==> config.mk <==
export PLATFORM = sky130hd
export DESIGN_NAME = term_io_port
export DESIGN_NICKNAME = d
export VERILOG_FILES = /design/src/rtl/term_io_pkg.sv /design/src/rtl/term_io_decode.sv /design/src/rtl/term_io_rx.sv /design/src/rtl/term_io_tx.sv /design/src/rtl/term_io_ctl.sv /design/src/rtl/term_io_port.sv
export SDC_FILE = /design/constraint.sdc
export NUM_CORES = 1
export LEC_CHECK = 0
export BUFFER_PORTS_ARGS = -buffer_cell sky130_fd_sc_hd__buf_2
export CAP_MARGIN = 20
export CELL_PAD_IN_SITES_DETAIL_PLACEMENT = 0
export CELL_PAD_IN_SITES_GLOBAL_PLACEMENT = 2
export CORE_ASPECT_RATIO = 0.7
export CORE_MARGIN = 10
export CORE_UTILIZATION = 23
export CTS_BUF_LIST = sky130_fd_sc_hd__clkbuf_4 sky130_fd_sc_hd__clkbuf_8 sky130_fd_sc_hd__clkbuf_16
export CTS_CLUSTER_SIZE = 8
export DETAILED_ROUTE_END_ITERATION = 16
export PLACE_DENSITY = 0.73
export SETUP_SLACK_MARGIN = 0.15
export SYNTH_ARGS = -nofsm -noshare
export SYNTH_HDL_FRONTEND = slang
export SYNTH_SLANG_ARGS = --single-unit
==> constraint.sdc <==
create_clock -name clk -period 0.95 [get_ports clk]
set_input_delay 0.0475 -clock clk [delete_from_list [all_inputs] [get_ports clk]]
set_output_delay 0.0475 -clock clk [all_outputs]
set_load 0.01 [all_outputs]
==> src/rtl/term_io_pkg.sv <==
package term_io_pkg;
  localparam int INSTR_W  = 16;
  localparam int GROUP_W  = 4;
  localparam int BIT_RD   = 11;
  localparam int BIT_WR   = 10;
  localparam int BIT_SKRX = 9;
  localparam int BIT_SKTX = 8;
  localparam int BIT_EN   = 7;
  localparam int BIT_DIS  = 6;

  typedef struct packed {
    logic rd_char;
    logic wr_char;
    logic skip_rx;
    logic skip_tx;
    logic int_on;
    logic int_off;
  } io_op_t;
endpackage

==> src/rtl/term_io_decode.sv <==
module term_io_decode
  import term_io_pkg::*;
#(
  parameter int IW = INSTR_W
) (
  input  logic          stb,
  input  logic [IW-1:0] word,
  output io_op_t        op
);
  localparam logic [GROUP_W-1:0] GROUP_IO = '1;

  logic hit;
  assign hit = stb && (word[IW-1 -: GROUP_W] == GROUP_IO);

  always_comb begin
    op         = '0;
    op.rd_char = hit && word[BIT_RD];
    op.wr_char = hit && word[BIT_WR];
    op.skip_rx = hit && word[BIT_SKRX];
    op.skip_tx = hit && word[BIT_SKTX];
    op.int_on  = hit && word[BIT_EN];
    op.int_off = hit && word[BIT_DIS];
  end
endmodule

==> src/rtl/term_io_rx.sv <==
module term_io_rx #(
  parameter int DW = 8
) (
  input  logic          clk,
  input  logic          rst,
  input  logic          rd,
  input  logic          in_valid,
  input  logic [DW-1:0] in_data,
  output logic          full,
  output logic          overrun,
  output logic          ld,
  output logic [DW-1:0] ld_data
);
  logic [DW-1:0] hold;
  logic          take, drop;

  assign take = in_valid && !full;
  assign drop = in_valid && full;

  always_ff @(posedge clk) begin
    if (rst) begin
      hold    <= '0;
      full    <= 1'b0;
      overrun <= 1'b0;
      ld      <= 1'b0;
      ld_data <= '0;
    end else begin
      ld <= rd;
      if (rd) ld_data <= hold;
      if (take) begin
        hold <= in_data;
        full <= 1'b1;
      end else if (rd) begin
        full <= 1'b0;
      end
      if (drop) overrun <= 1'b1;
      else if (rd) overrun <= 1'b0;
    end
  end

  AST_RX_LOAD: assert property (@(posedge clk) disable iff (rst)
    take |=> full && hold == $past(in_data));
  AST_RX_DROP: assert property (@(posedge clk) disable iff (rst)
    drop |=> $stable(hold) && overrun);
  AST_RX_READ: assert property (@(posedge clk) disable iff (rst)
    rd |=> ld && ld_data == $past(hold));
endmodule

==> src/rtl/term_io_tx.sv <==
module term_io_tx #(
  parameter int DW = 8
) (
  input  logic          clk,
  input  logic          rst,
  input  logic          wr,
  input  logic [DW-1:0] src,
  input  logic          ack,
  output logic [DW-1:0] out_data,
  output logic          out_valid,
  output logic          ready
);
  always_ff @(posedge clk) begin
    if (rst) begin
      out_data  <= '0;
      out_valid <= 1'b0;
      ready     <= 1'b1;
    end else if (wr) begin
      out_data  <= src;
      out_valid <= 1'b1;
      ready     <= 1'b0;
    end else if (ack && out_valid) begin
      out_valid <= 1'b0;
      ready     <= 1'b1;
    end
  end

  AST_TX_LOAD: assert property (@(posedge clk) disable iff (rst)
    wr |=> out_valid && !ready && out_data == $past(src));
  AST_TX_HOLD: assert property (@(posedge clk) disable iff (rst)
    out_valid && !ack && !wr |=> out_valid && $stable(out_data));
  AST_TX_DONE: assert property (@(posedge clk) disable iff (rst)
    out_valid && ack && !wr |=> !out_valid && ready);
endmodule

==> src/rtl/term_io_ctl.sv <==
module term_io_ctl
  import term_io_pkg::*;
(
  input  logic   clk,
  input  logic   rst,
  input  io_op_t op,
  input  logic   rx_full,
  input  logic   tx_ready,
  input  logic   int_clr,
  output logic   skip,
  output logic   irq
);
  logic enable;
  logic skip_any;

  assign skip_any = op.skip_rx || op.skip_tx;

  always_ff @(posedge clk) begin
    if (rst) begin
      enable <= 1'b0;
      skip   <= 1'b0;
    end else begin
      skip <= (op.skip_rx && rx_full) || (op.skip_tx && tx_ready);
      if (int_clr || op.int_off) enable <= 1'b0;
      else if (op.int_on) enable <= 1'b1;
    end
  end

  assign irq = enable && (rx_full || tx_ready);

  AST_SKIP_SRC: assert property (@(posedge clk) disable iff (rst)
    skip |-> $past(skip_any));
  AST_IRQ_CLR: assert property (@(posedge clk) disable iff (rst)
    int_clr |=> !irq);
  AST_IRQ_OFF: assert property (@(posedge clk) disable iff (rst)
    op.int_off |=> !irq);
endmodule

==> src/rtl/term_io_port.sv <==
module term_io_port
  import term_io_pkg::*;
#(
  parameter int DW = 8,
  parameter int IW = INSTR_W
) (
  input  logic          clk,
  input  logic          rst,
  input  logic          exec_stb,
  input  logic [IW-1:0] instr,
  input  logic [DW-1:0] acc_lo,
  output logic          acc_ld,
  output logic [DW-1:0] acc_din,
  output logic          skip_req,
  input  logic          irq_clr,
  output logic          irq_req,
  input  logic          rx_valid,
  input  logic [DW-1:0] rx_data,
  output logic          rx_flag,
  output logic          rx_overrun,
  output logic [DW-1:0] tx_data,
  output logic          tx_valid,
  input  logic          tx_ack,
  output logic          tx_flag
);
  io_op_t op;

  term_io_decode #(.IW(IW)) u_dec (
    .stb(exec_stb), .word(instr), .op(op)
  );

  term_io_rx #(.DW(DW)) u_rx (
    .clk(clk), .rst(rst), .rd(op.rd_char),
    .in_valid(rx_valid), .in_data(rx_data),
    .full(rx_flag), .overrun(rx_overrun),
    .ld(acc_ld), .ld_data(acc_din)
  );

  term_io_tx #(.DW(DW)) u_tx (
    .clk(clk), .rst(rst), .wr(op.wr_char), .src(acc_lo),
    .ack(tx_ack), .out_data(tx_data), .out_valid(tx_valid),
    .ready(tx_flag)
  );

  term_io_ctl u_ctl (
    .clk(clk), .rst(rst), .op(op), .rx_full(rx_flag),
    .tx_ready(tx_flag), .int_clr(irq_clr),
    .skip(skip_req), .irq(irq_req)
  );

  AST_NO_ACT_IDLE: assert property (@(posedge clk) disable iff (rst)
    !exec_stb |=> !acc_ld && !skip_req);
  AST_LD_PULSE: assert property (@(posedge clk) disable iff (rst)
    acc_ld |-> $past(exec_stb));
endmodule

Word-level counts from Yosys, hierarchy flattened
Index checks and enable logic that the tools add are counted.
{"block": "totals", "out_inout_bits": 23, "reg_bits": 31, "word_cells": 39}
{"block": "op_classes", "eq_ne": 1, "n_reduce_logical": 21, "muxes": 7}
{"op": "logical AND 1 bit", "n": 13}
{"op": "2-to-1 mux 1 bit", "n": 7}
{"op": "nonzero test 2 bit", "n": 3}
{"op": "equality test 4 bit, second input constant", "n": 1}
{"op": "logical OR 1 bit", "n": 3}
{"op": "OR reduction 2 bit", "n": 1}
{"op": "zero test 1 bit", "n": 1}

Logic depth before layout (Yosys ltp)
Gate-level depths: netlist of run 1.
{"block": "depth", "ltp_word": 5, "depth_mapped": 4, "ltp_nobuf": 3}

By module
A second synthesis of run 1 with hierarchy kept.
{"block": "unflattened", "hier_cells": 125, "area_unflattened_um2": 1236.2}
{"mod": "term_io_rx", "seq_area_each_um2": 380.4, "area_each_um2": 744.5, "cells_per_inst": 71, "n_inst": 1}
{"mod": "term_io_tx", "seq_area_each_um2": 200.2, "area_each_um2": 354.1, "cells_per_inst": 33, "n_inst": 1}
{"mod": "term_io_ctl", "seq_area_each_um2": 40.0, "area_each_um2": 75.1, "cells_per_inst": 7, "n_inst": 1}
{"mod": "term_io_decode", "seq_area_each_um2": 0.0, "area_each_um2": 62.6, "cells_per_inst": 14, "n_inst": 1}

Worst setup path before layout of run 1
Ideal clock, no wire load.
{"block": "synth_timing", "path_kind": "register to register", "startpoint": "register u_rx.full", "endpoint": "register u_rx.hold[0]", "period_less_slack_ps": 971, "n_path_buf": 1, "t_required_ps": 880, "slack_ps": -21, "t_arrival_ps": 902, "setup_time_ps": 70, "stages_incl_launch_ff": 5, "cell_sequence": "dfxtp_1 nand2b_1 clkbuf_2 nand2_1 a21oi_1"}
{"block": "synth_via", "elab_chain_cells": 2}
{"item": "start: declaration", "line": "term_io_rx.sv:9", "text": "output logic full,"}
{"item": "start signal: assignment", "line": "term_io_rx.sv:23", "text": "full <= 1'b0;"}
{"item": "start signal: assignment", "line": "term_io_rx.sv:32", "text": "full <= 1'b1;"}
{"item": "start signal: assignment", "line": "term_io_rx.sv:34", "text": "full <= 1'b0;"}
{"item": "zero test 1 bit", "line": "term_io_rx.sv:17", "text": "assign take = in_valid && !full;"}
{"item": "logical AND 1 bit", "line": "term_io_rx.sv:17"}
{"item": "end signal: assignment", "line": "term_io_rx.sv:31", "text": "hold <= in_data;"}
{"item": "end: declaration", "line": "term_io_rx.sv:14", "text": "logic [DW-1:0] hold;"}
No other way between the ends.
A chain may end at the register's enable or synchronous reset.

Worst setup path in the final report of run 1
{"block": "layout_timing", "startpoint": "register u_rx.full", "endpoint": "output irq_req"}
{"block": "layout_via", "elab_chain_cells": 2}
{"item": "logical OR 1 bit", "line": "term_io_ctl.sv:29", "text": "assign irq = enable && (rx_full || tx_ready);"}
{"item": "logical AND 1 bit", "line": "term_io_ctl.sv:29"}
{"item": "end: declaration", "line": "term_io_port.sv:16", "text": "output logic irq_req,"}
No other way between the ends.

==> results of run 1 <==
-- cell type report --
cell class	instances	area (sq um)	share of cell area (%)
sequential	31	652	31.9
timing repair buffer	68	523	25.6
clock buffer	8	104	5.08
multi-input combinational	95	674	33.0
tap	72	90.1	4.41
-- per-stage QoR --
step | power, mW | area [sq um]
after detailed placement | 1.62 | 1660
final | 2.81 | 2040
after floorplan | 1.51 | 1330
after CTS | 2.84 | 1930
after global placement | 1.62 | 1660
after global routing | 2.96 | 2040
-- sequential cells by signal, summed over array words and instances, names as in the netlist --
register and count:
u_rx.hold 8, u_ctl.enable 1, u_tx.out_valid 1, u_tx.out_data 8, u_rx.overrun 1, u_rx.ld 1
u_tx.ready 1, u_rx.ld_data 8, u_ctl.skip 1, u_rx.full 1
-- worst max-delay path by stage --
stage	slack, ns	startpoint	endpoint	cells after the start
floorplan	0.11	u_rx.full	u_rx.hold[0]	4
global placement	-0.02	exec_stb	u_rx.ld_data[4]	4
detailed placement	-0.03	exec_stb	u_tx.out_data[2]	4
CTS	-0.12	u_rx.full	irq_req	3
global route	-0.15	u_rx.full	irq_req	3
finish	-0.12	u_rx.full	irq_req	3
-- power groups by stage --
stage	Sequential [mW]	Combinational (mW)	Clock [mW]
2_1_floorplan	1.38	0.126	0
3_3_place_gp	1.37	0.248	0
3_5_place_dp	1.37	0.248	0
4_1_cts	1.34	0.308	1.19
5_1_grt	1.35	0.347	1.26
6_report	1.35	0.316	1.15
-- worst register-to-register path: stages, from the launching register on --
cell and delay (ns):
sky130_fd_sc_hd__dfxtp_4 0.34, sky130_fd_sc_hd__buf_4 0.14, sky130_fd_sc_hd__nor2b_4 0.14, sky130_fd_sc_hd__buf_6 0.13, sky130_fd_sc_hd__nand2_1 0.05, sky130_fd_sc_hd__a21oi_1 0.11
-- cells by family after synthesis --
group / after synthesis
buf+inv: 9
simple gates: 63
flops: 31
compound gates: 16
mux: 16
-- synthesized netlist by cell type --
master / n
sky130_fd_sc_hd__nand2b_1: 35
sky130_fd_sc_hd__dfxtp_1: 31
sky130_fd_sc_hd__nand2_1: 18
sky130_fd_sc_hd__mux2i_1: 16
sky130_fd_sc_hd__a21oi_1: 10
sky130_fd_sc_hd__buf_2: 3
sky130_fd_sc_hd__clkbuf_1: 3
sky130_fd_sc_hd__and3_4: 2
sky130_fd_sc_hd__buf_12: 2
sky130_fd_sc_hd__a211oi_1: 1
sky130_fd_sc_hd__a22oi_1: 1
sky130_fd_sc_hd__a31oi_1: 1
sky130_fd_sc_hd__and2b_1: 1
sky130_fd_sc_hd__and3_1: 1
sky130_fd_sc_hd__and4_4: 1
sky130_fd_sc_hd__clkbuf_2: 1
sky130_fd_sc_hd__nand3_1: 1
sky130_fd_sc_hd__nor2_1: 1
sky130_fd_sc_hd__nor2b_1: 1
sky130_fd_sc_hd__nor3_1: 1
sky130_fd_sc_hd__nor4_1: 1
sky130_fd_sc_hd__o21a_1: 1
sky130_fd_sc_hd__o21bai_1: 1
sky130_fd_sc_hd__o22ai_1: 1
-- metal layers --
| metal | up-vias | track usage, % | part of all wire, % |
|---|---|---|---|
| met5 | - | 0 | 0 |
| met4 | 0 | 4.22 | 2.0 |
| met3 | 7 | 2.62 | 7.2 |
| met2 | 32 | 9.77 | 40 |
| met1 | 467 | 10.3 | 51 |
| li1 | 578 | - | - |
-- timing repair --
item / 4_1_cts / 5_1_grt
resized for setup: 35 / 23
buffers inserted: 4 / 2
setup endpoints to repair: 28 / 33
hold endpoints to repair: 3 / 0
pin swaps: 1 / 1
hold buffers: 3 / 0
==> impl_results.rst, run 1 <==
.. list-table::
   :header-rows: 1

   * - Metric
     - Value
   * - Final wirelength
     - 3.51 mm
   * - Num CTS Buffers
     - 5
   * - Maximum clock path buffer count
     - 2
   * - Detailed Routing Iterations Pass 1
     - 4
   * - Count of input and output buffers
     - 54
   * - Worst slack after detailed placement
     - -0.0286 ns
   * - Largest area contributor in the netlist
     - sky130_fd_sc_hd__dfxtp_1
   * - Yosys top cell area share
     - 47.6%
   * - Number of violations of the max-capacitance limit
     - 0
   * - Area share of fa/ha/maj cells after synthesis
     - 0%
   * - Min Tclk post-route
     - 1.07 ns
   * - H-tree depth
     - 2
   * - Worst reg2reg path startpoint
     - u_rx.full
   * - Final-report hold violation count
     - 0
   * - Vias in the first global route
     - 1064
   * - Kind of critical path
     - flop to output pin
   * - Simple-gate area share of the yosys netlist
     - 27.6%
   * - Share of cells above drive strength 1
     - 54.5%
   * - Post-synthesis cell type count
     - 24
   * - Detailed-route wire length per cell
     - 12.8 um
   * - Clock slew seen by the registers of the worst setup and hold paths
     - 0.06 ns
   * - Total of fill cells in the finished design
     - 554
   * - Clock tree root buffer cell
     - sky130_fd_sc_hd__clkbuf_8
   * - Number of nets with antenna violations after routing
     - 0
   * - Mux contribution to synthesized area
     - 12.3%
   * - Count of endpoints failing setup in the final report
     - 11
   * - Cells taking the most area after synthesis
     - sky130_fd_sc_hd__dfxtp_1, sky130_fd_sc_hd__nand2b_1, sky130_fd_sc_hd__mux2i_1, sky130_fd_sc_hd__nand2_1, sky130_fd_sc_hd__a21oi_1
   * - Commonest non-fill, non-tap cell in the layout
     - sky130_fd_sc_hd__buf_2
   * - Final nets
     - 239
   * - Transition time at the pin with the least slew margin
     - 0.197 ns
   * - Worst-Skew Late Latency
     - 0.28 ns
   * - Total number of vias
     - 1084
   * - Non-Filler Instances
     - 274
   * - Total clock sinks
     - 31
   * - Switching share of power
     - 21.8%
   * - Syn Std Cell Area
     - 0.00131 sq mm
   * - Startpoint of the most critical hold path
     - rx_data[1]
   * - Max VDD drop
     - 0.607 mV
   * - Top Family by Delay on Critical Path
     - flip-flops
   * - Final core occ
     - 38.1%
   * - Required @ worst endpoint
     - 0.90 ns
   * - Chip Height
     - 83.0 um
   * - Crit path DAT
     - 1.02 ns
   * - Ant. Diodes
     - 0
   * - Inst Count DP
     - 257
   * - Comb power frac
     - 11.2%
   * - Switching power summed over all nets
     - 614 uW
   * - Relative slew slack
     - 86.9%
   * - Highest clock rate
     - 937 MHz
   * - Combined buffer and inverter count along the critical path
     - 2
   * - Synth warnings
     - 0
   * - Destination of the worst register-to-register timing path
     - u_rx.hold[4]
   * - Category of the worst setup path capture point
     - output pin
   * - Final HPWL DP
     - 2.66 mm
   * - Hold Path Class
     - input pin to flop
   * - Total routing usage reported by global routing
     - 7.52%
   * - Top library cells by usage in the layout, fill and taps aside
     - sky130_fd_sc_hd__buf_2, sky130_fd_sc_hd__nand2b_1, sky130_fd_sc_hd__buf_6
   * - Fraction of power consumed by the clock network
     - 40.9%
   * - Library cell contributing the largest single delay on the critical path
     - sky130_fd_sc_hd__dfxtp_4
   * - I/O Pins
     - 61
   * - Min Hold Slack
     - 0.00949 ns
   * - Worst Slack Setup Final
     - -0.117 ns
   * - Hold path cells
     - 3
   * - Die area
     - 0.00913 sq mm
   * - R2r setup slk
     - -0.02 ns
   * - Wire length of the first global-routing pass
     - 5.45 mm
   * - Crit path largest cell delay
     - 0.34 ns
   * - Number of antenna violations at the first check in global routing
     - 0
   * - Compound-cell area share of the yosys netlist
     - 7.09%
   * - Cells after Synth
     - 135
   * - Final-layout setup total negative slack
     - -0.280 ns
   * - Cell-internal power
     - 2.20 mW
   * - Remaining DRCs
     - 0
   * - Worst setup skew after layout
     - 0.00197 ns
   * - Synthesized area per cell
     - 9.67 sq um
   * - Final weighted congestion in routability-driven placement
     - 0.675
   * - Starting DRT DRC Count
     - 37
   * - Layout-stage area growth over the synthesis result
     - 56.6%
   * - Max-slew violations
     - 0
   * - Dominant combinational cell family by area after synthesis
     - simple AND/OR/NAND/NOR gates
   * - Largest net degree at the start of global routing
     - 33
   * - Final Cycle Share
     - 112%
   * - Xor-xnor portion of the synthesized cell area
     - 0%
   * - Overflow after GRT
     - 0
   * - Result of the run
     - finished, violations left
   * - Num rows
     - 22
   * - CTS tree
     - done
   * - Length in cells of the worst reg-to-reg path
     - 5
   * - Lkg Pwr
     - 0.837 nW
   * - Setup crit start kind
     - flop
   * - Unrepaired setup endpoints after global routing
     - yes
   * - Floorplan core area
     - 0.00537 sq mm
   * - Flip-flop and latch count after synthesis
     - 31
   * - Initial Utilization
     - 24.3%
   * - Violations in the final reports
     - setup timing
   * - Power density of the placed cells
     - 1380 mW/mm^2
   * - End of the worst hold path
     - u_rx.hold[1]
   * - Maximum net fanout on the critical path
     - 2
   * - Vias per std cell
     - 3.96
   * - Net count of the mapped netlist
     - 173
   * - Horizontal extent of the die
     - 110 um
   * - Power share of the sequential group
     - 47.8%
   * - Fraction of the yosys area taken by sequential cells
     - 47.6%
   * - Critical path, cell by cell
     - buf_6, o21a_1, buf_2
Note: power is estimated with default switching activity, not from simulation.
==> run 2: changes to the inputs <==
- CELL_PAD_IN_SITES_GLOBAL_PLACEMENT: 2 -> 1
- CORE_UTILIZATION: 23 -> 30
- PLACE_DENSITY: 0.73 -> 0.75
- SETUP_SLACK_MARGIN: 0.15 -> 0.02
==> impl_results.rst, run 2 (same netlist as run 1, synthesis figures left out) <==
.. list-table::
   :header-rows: 1

   * - Metric
     - Value
   * - Result of the run
     - finished, violations left
   * - Violations in the final reports
     - setup timing
   * - Initial Utilization
     - 32.1% (+7.8 points)
   * - Clock slew seen by the registers of the worst setup and hold paths
     - 0.06 ns (about the same)
   * - Final HPWL DP
     - 2.36 mm (-11%)
   * - Total clock sinks
     - 31 (unchanged)
   * - Min Tclk post-route
     - 1.04 ns (-0.0268 ns)
   * - Power share of the sequential group
     - 52.8% (+5.0 points)
   * - Vias per std cell
     - 4.31 (+9.0%)
   * - Final-layout setup total negative slack
     - -0.158 ns (+0.122 ns)
   * - Total routing usage reported by global routing
     - 8.96% (+1.4 points)
   * - CTS tree
     - done
   * - Die area
     - 0.00743 sq mm (-19%)
   * - Chip Height
     - 75.2 um (-9.4%)
   * - Count of endpoints failing setup in the final report
     - 2 (-9)
   * - Required @ worst endpoint
     - 0.90 ns (about the same)
   * - Power density of the placed cells
     - 1450 mW/mm^2 (+5.5%)
   * - Switching share of power
     - 21.7% (-0.14 points)
   * - Lkg Pwr
     - 0.757 nW (-9.6%)
   * - Floorplan core area
     - 0.00407 sq mm (-24%)
   * - Clock tree root buffer cell
     - sky130_fd_sc_hd__clkbuf_8
   * - Relative slew slack
     - 86.4% (-0.53 points)
   * - Detailed Routing Iterations Pass 1
     - 4 (unchanged)
   * - Maximum clock path buffer count
     - 2 (unchanged)
   * - Final weighted congestion in routability-driven placement
     - 0.720 (+6.7%)
   * - Detailed-route wire length per cell
     - 13.2 um (+3.3%)
   * - Fraction of power consumed by the clock network
     - 36.5% (-4.4 points)
   * - Horizontal extent of the die
     - 98.8 um (-10%)
   * - Number of violations of the max-capacitance limit
     - 0 (unchanged)
   * - Commonest non-fill, non-tap cell in the layout
     - sky130_fd_sc_hd__buf_2
   * - I/O Pins
     - 61 (unchanged)
   * - Kind of critical path
     - flop to output pin
   * - Setup crit start kind
     - flop
   * - Worst-Skew Late Latency
     - 0.27 ns (about the same)
   * - H-tree depth
     - 2 (unchanged)
   * - Combined buffer and inverter count along the critical path
     - 2 (unchanged)
   * - Largest net degree at the start of global routing
     - 49 (+48%)
   * - Max-slew violations
     - 0 (unchanged)
   * - Worst setup skew after layout
     - 0.00304 ns (+0.00106 ns)
   * - Largest regs
     - u_rx.hold (8), u_rx.ld_data (8), u_tx.out_data (8)
   * - Highest clock rate
     - 961 MHz (+2.6%)
   * - Comb power frac
     - 10.6% (-0.6 points)
   * - Unrepaired setup endpoints after global routing
     - yes
   * - Wire length of the first global-routing pass
     - 5.22 mm (-4.3%)
   * - Final-report hold violation count
     - 0 (unchanged)
   * - Overflow after GRT
     - 0 (unchanged)
   * - Number of antenna violations at the first check in global routing
     - 0 (unchanged)
   * - Category of the worst setup path capture point
     - output pin
   * - Number of nets with antenna violations after routing
     - 0 (unchanged)
   * - Cell-internal power
     - 2.00 mW (-9.2%)
   * - Switching power summed over all nets
     - 553 uW (-9.9%)
   * - Ant. Diodes
     - 0 (unchanged)
   * - Final wirelength
     - 3.25 mm (-7.2%)
   * - Count of input and output buffers
     - 54 (unchanged)
   * - Transition time at the pin with the least slew margin
     - 0.203 ns (+0.00601 ns)
   * - Final Cycle Share
     - 110% (-2.8 points)
   * - Max VDD drop
     - 0.604 mV (-0.50%)
   * - Total number of vias
     - 1061 (-2.1%)
   * - Library cell contributing the largest single delay on the critical path
     - sky130_fd_sc_hd__dfxtp_2
   * - Crit path DAT
     - 0.99 ns (-0.03 ns)
   * - Starting DRT DRC Count
     - 27 (-27%)
   * - Layout-stage area growth over the synthesis result
     - 34.5%
   * - Critical path, cell by cell
     - buf_6, o21a_1, buf_2
   * - Crit path largest cell delay
     - 0.32 ns (-0.02 ns)
   * - Top library cells by usage in the layout, fill and taps aside
     - sky130_fd_sc_hd__buf_2, sky130_fd_sc_hd__nand2b_1, sky130_fd_sc_hd__dfxtp_1
   * - Top Family by Delay on Critical Path
     - flip-flops
   * - Final nets
     - 233 (-2.5%)
   * - Min Hold Slack
     - 0.0120 ns (+0.00250 ns)
   * - Maximum net fanout on the critical path
     - 3 (+1)
   * - Worst Slack Setup Final
     - -0.0906 ns (+0.0268 ns)
   * - Remaining DRCs
     - 0 (unchanged)
   * - Vias in the first global route
     - 1060 (-0.38%)
   * - Num rows
     - 19 (-14%)
   * - Final core occ
     - 43.2% (+5.1 points)
   * - Share of cells above drive strength 1
     - 38.7% (-16 points)
   * - Hold Path Class
     - input pin to flop
   * - Num CTS Buffers
     - 5 (unchanged)
## run 2: cell types whose count changed in the layout (fill, tap and decap cells not counted), sizes merged
cell,before,now
buf,65,61
clkbuf,8,6
dlygate4sd3,3,1
## run 2: worst min-delay path: stages
cell	delay [ns]
sky130_fd_sc_hd__buf_2	0.09
sky130_fd_sc_hd__nand2_1	0.05
sky130_fd_sc_hd__a21oi_1	0.05
## run 2: power groups by stage
stage / Combinational (mW) / Sequential, mW / Clock (mW)
floorplan: 0.117 / 1.38 / 0
global placement: 0.233 / 1.37 / 0
detailed placement: 0.236 / 1.37 / 0
CTS: 0.255 / 1.35 / 0.964
global route: 0.300 / 1.35 / 1.01
finish: 0.271 / 1.35 / 0.932
## run 2: timing repair
| action | in CTS | in global routing |
|---|---|---|
| setup buffers | 2 | 1 |
| endpoints found under the setup margin | 3 | 11 |
| hold buffers | 1 | 0 |
| endpoints found under the hold margin | 1 | 0 |
| pin swaps | 1 | 2 |
| gates resized for setup | 2 | 6 |
## run 2: final cells by class
cell class / instances / area, sq um
tap: 52 / 65.1
clock buffer: 6 / 76.3
fill: 428 / 2310
multi-input combinational: 95 / 633
sequential: 31 / 622
timing repair buffer: 62 / 359
## run 2: metrics by stage
step	worst slack (ns)	cells	power, mW	area, sq um
after floorplan	0.0378	135	1.50	1310
after global routing	-0.128	246	2.66	1760
after CTS	-0.103	245	2.57	1720
after detailed placement	-0.0148	236	1.61	1610
after global placement	-0.00604	236	1.61	1610
final	-0.0906	246	2.55	1760
## run 2: final timing paths
kind / startpoint / to / slack (ns) / cells past startpoint
worst max register to register: u_rx.full / u_rx.full / 0.04 / 4
worst max-delay path: u_rx.full / irq_req / -0.09 / 3
worst min-delay path: rx_data[2] / u_rx.hold[2] / 0.01 / 3
worst min register to register: u_rx.hold[7] / u_rx.hold[7] / 0.45 / 2
## run 2: layer usage
metal  vias to the layer above  track usage (%)  wire (um)
li1                        563                -          -
met1                       463             10.8       1590
met2                        27             13.6       1410
met3                         8             3.29        187
met4                         0             5.23         71
met5                         -                0          0
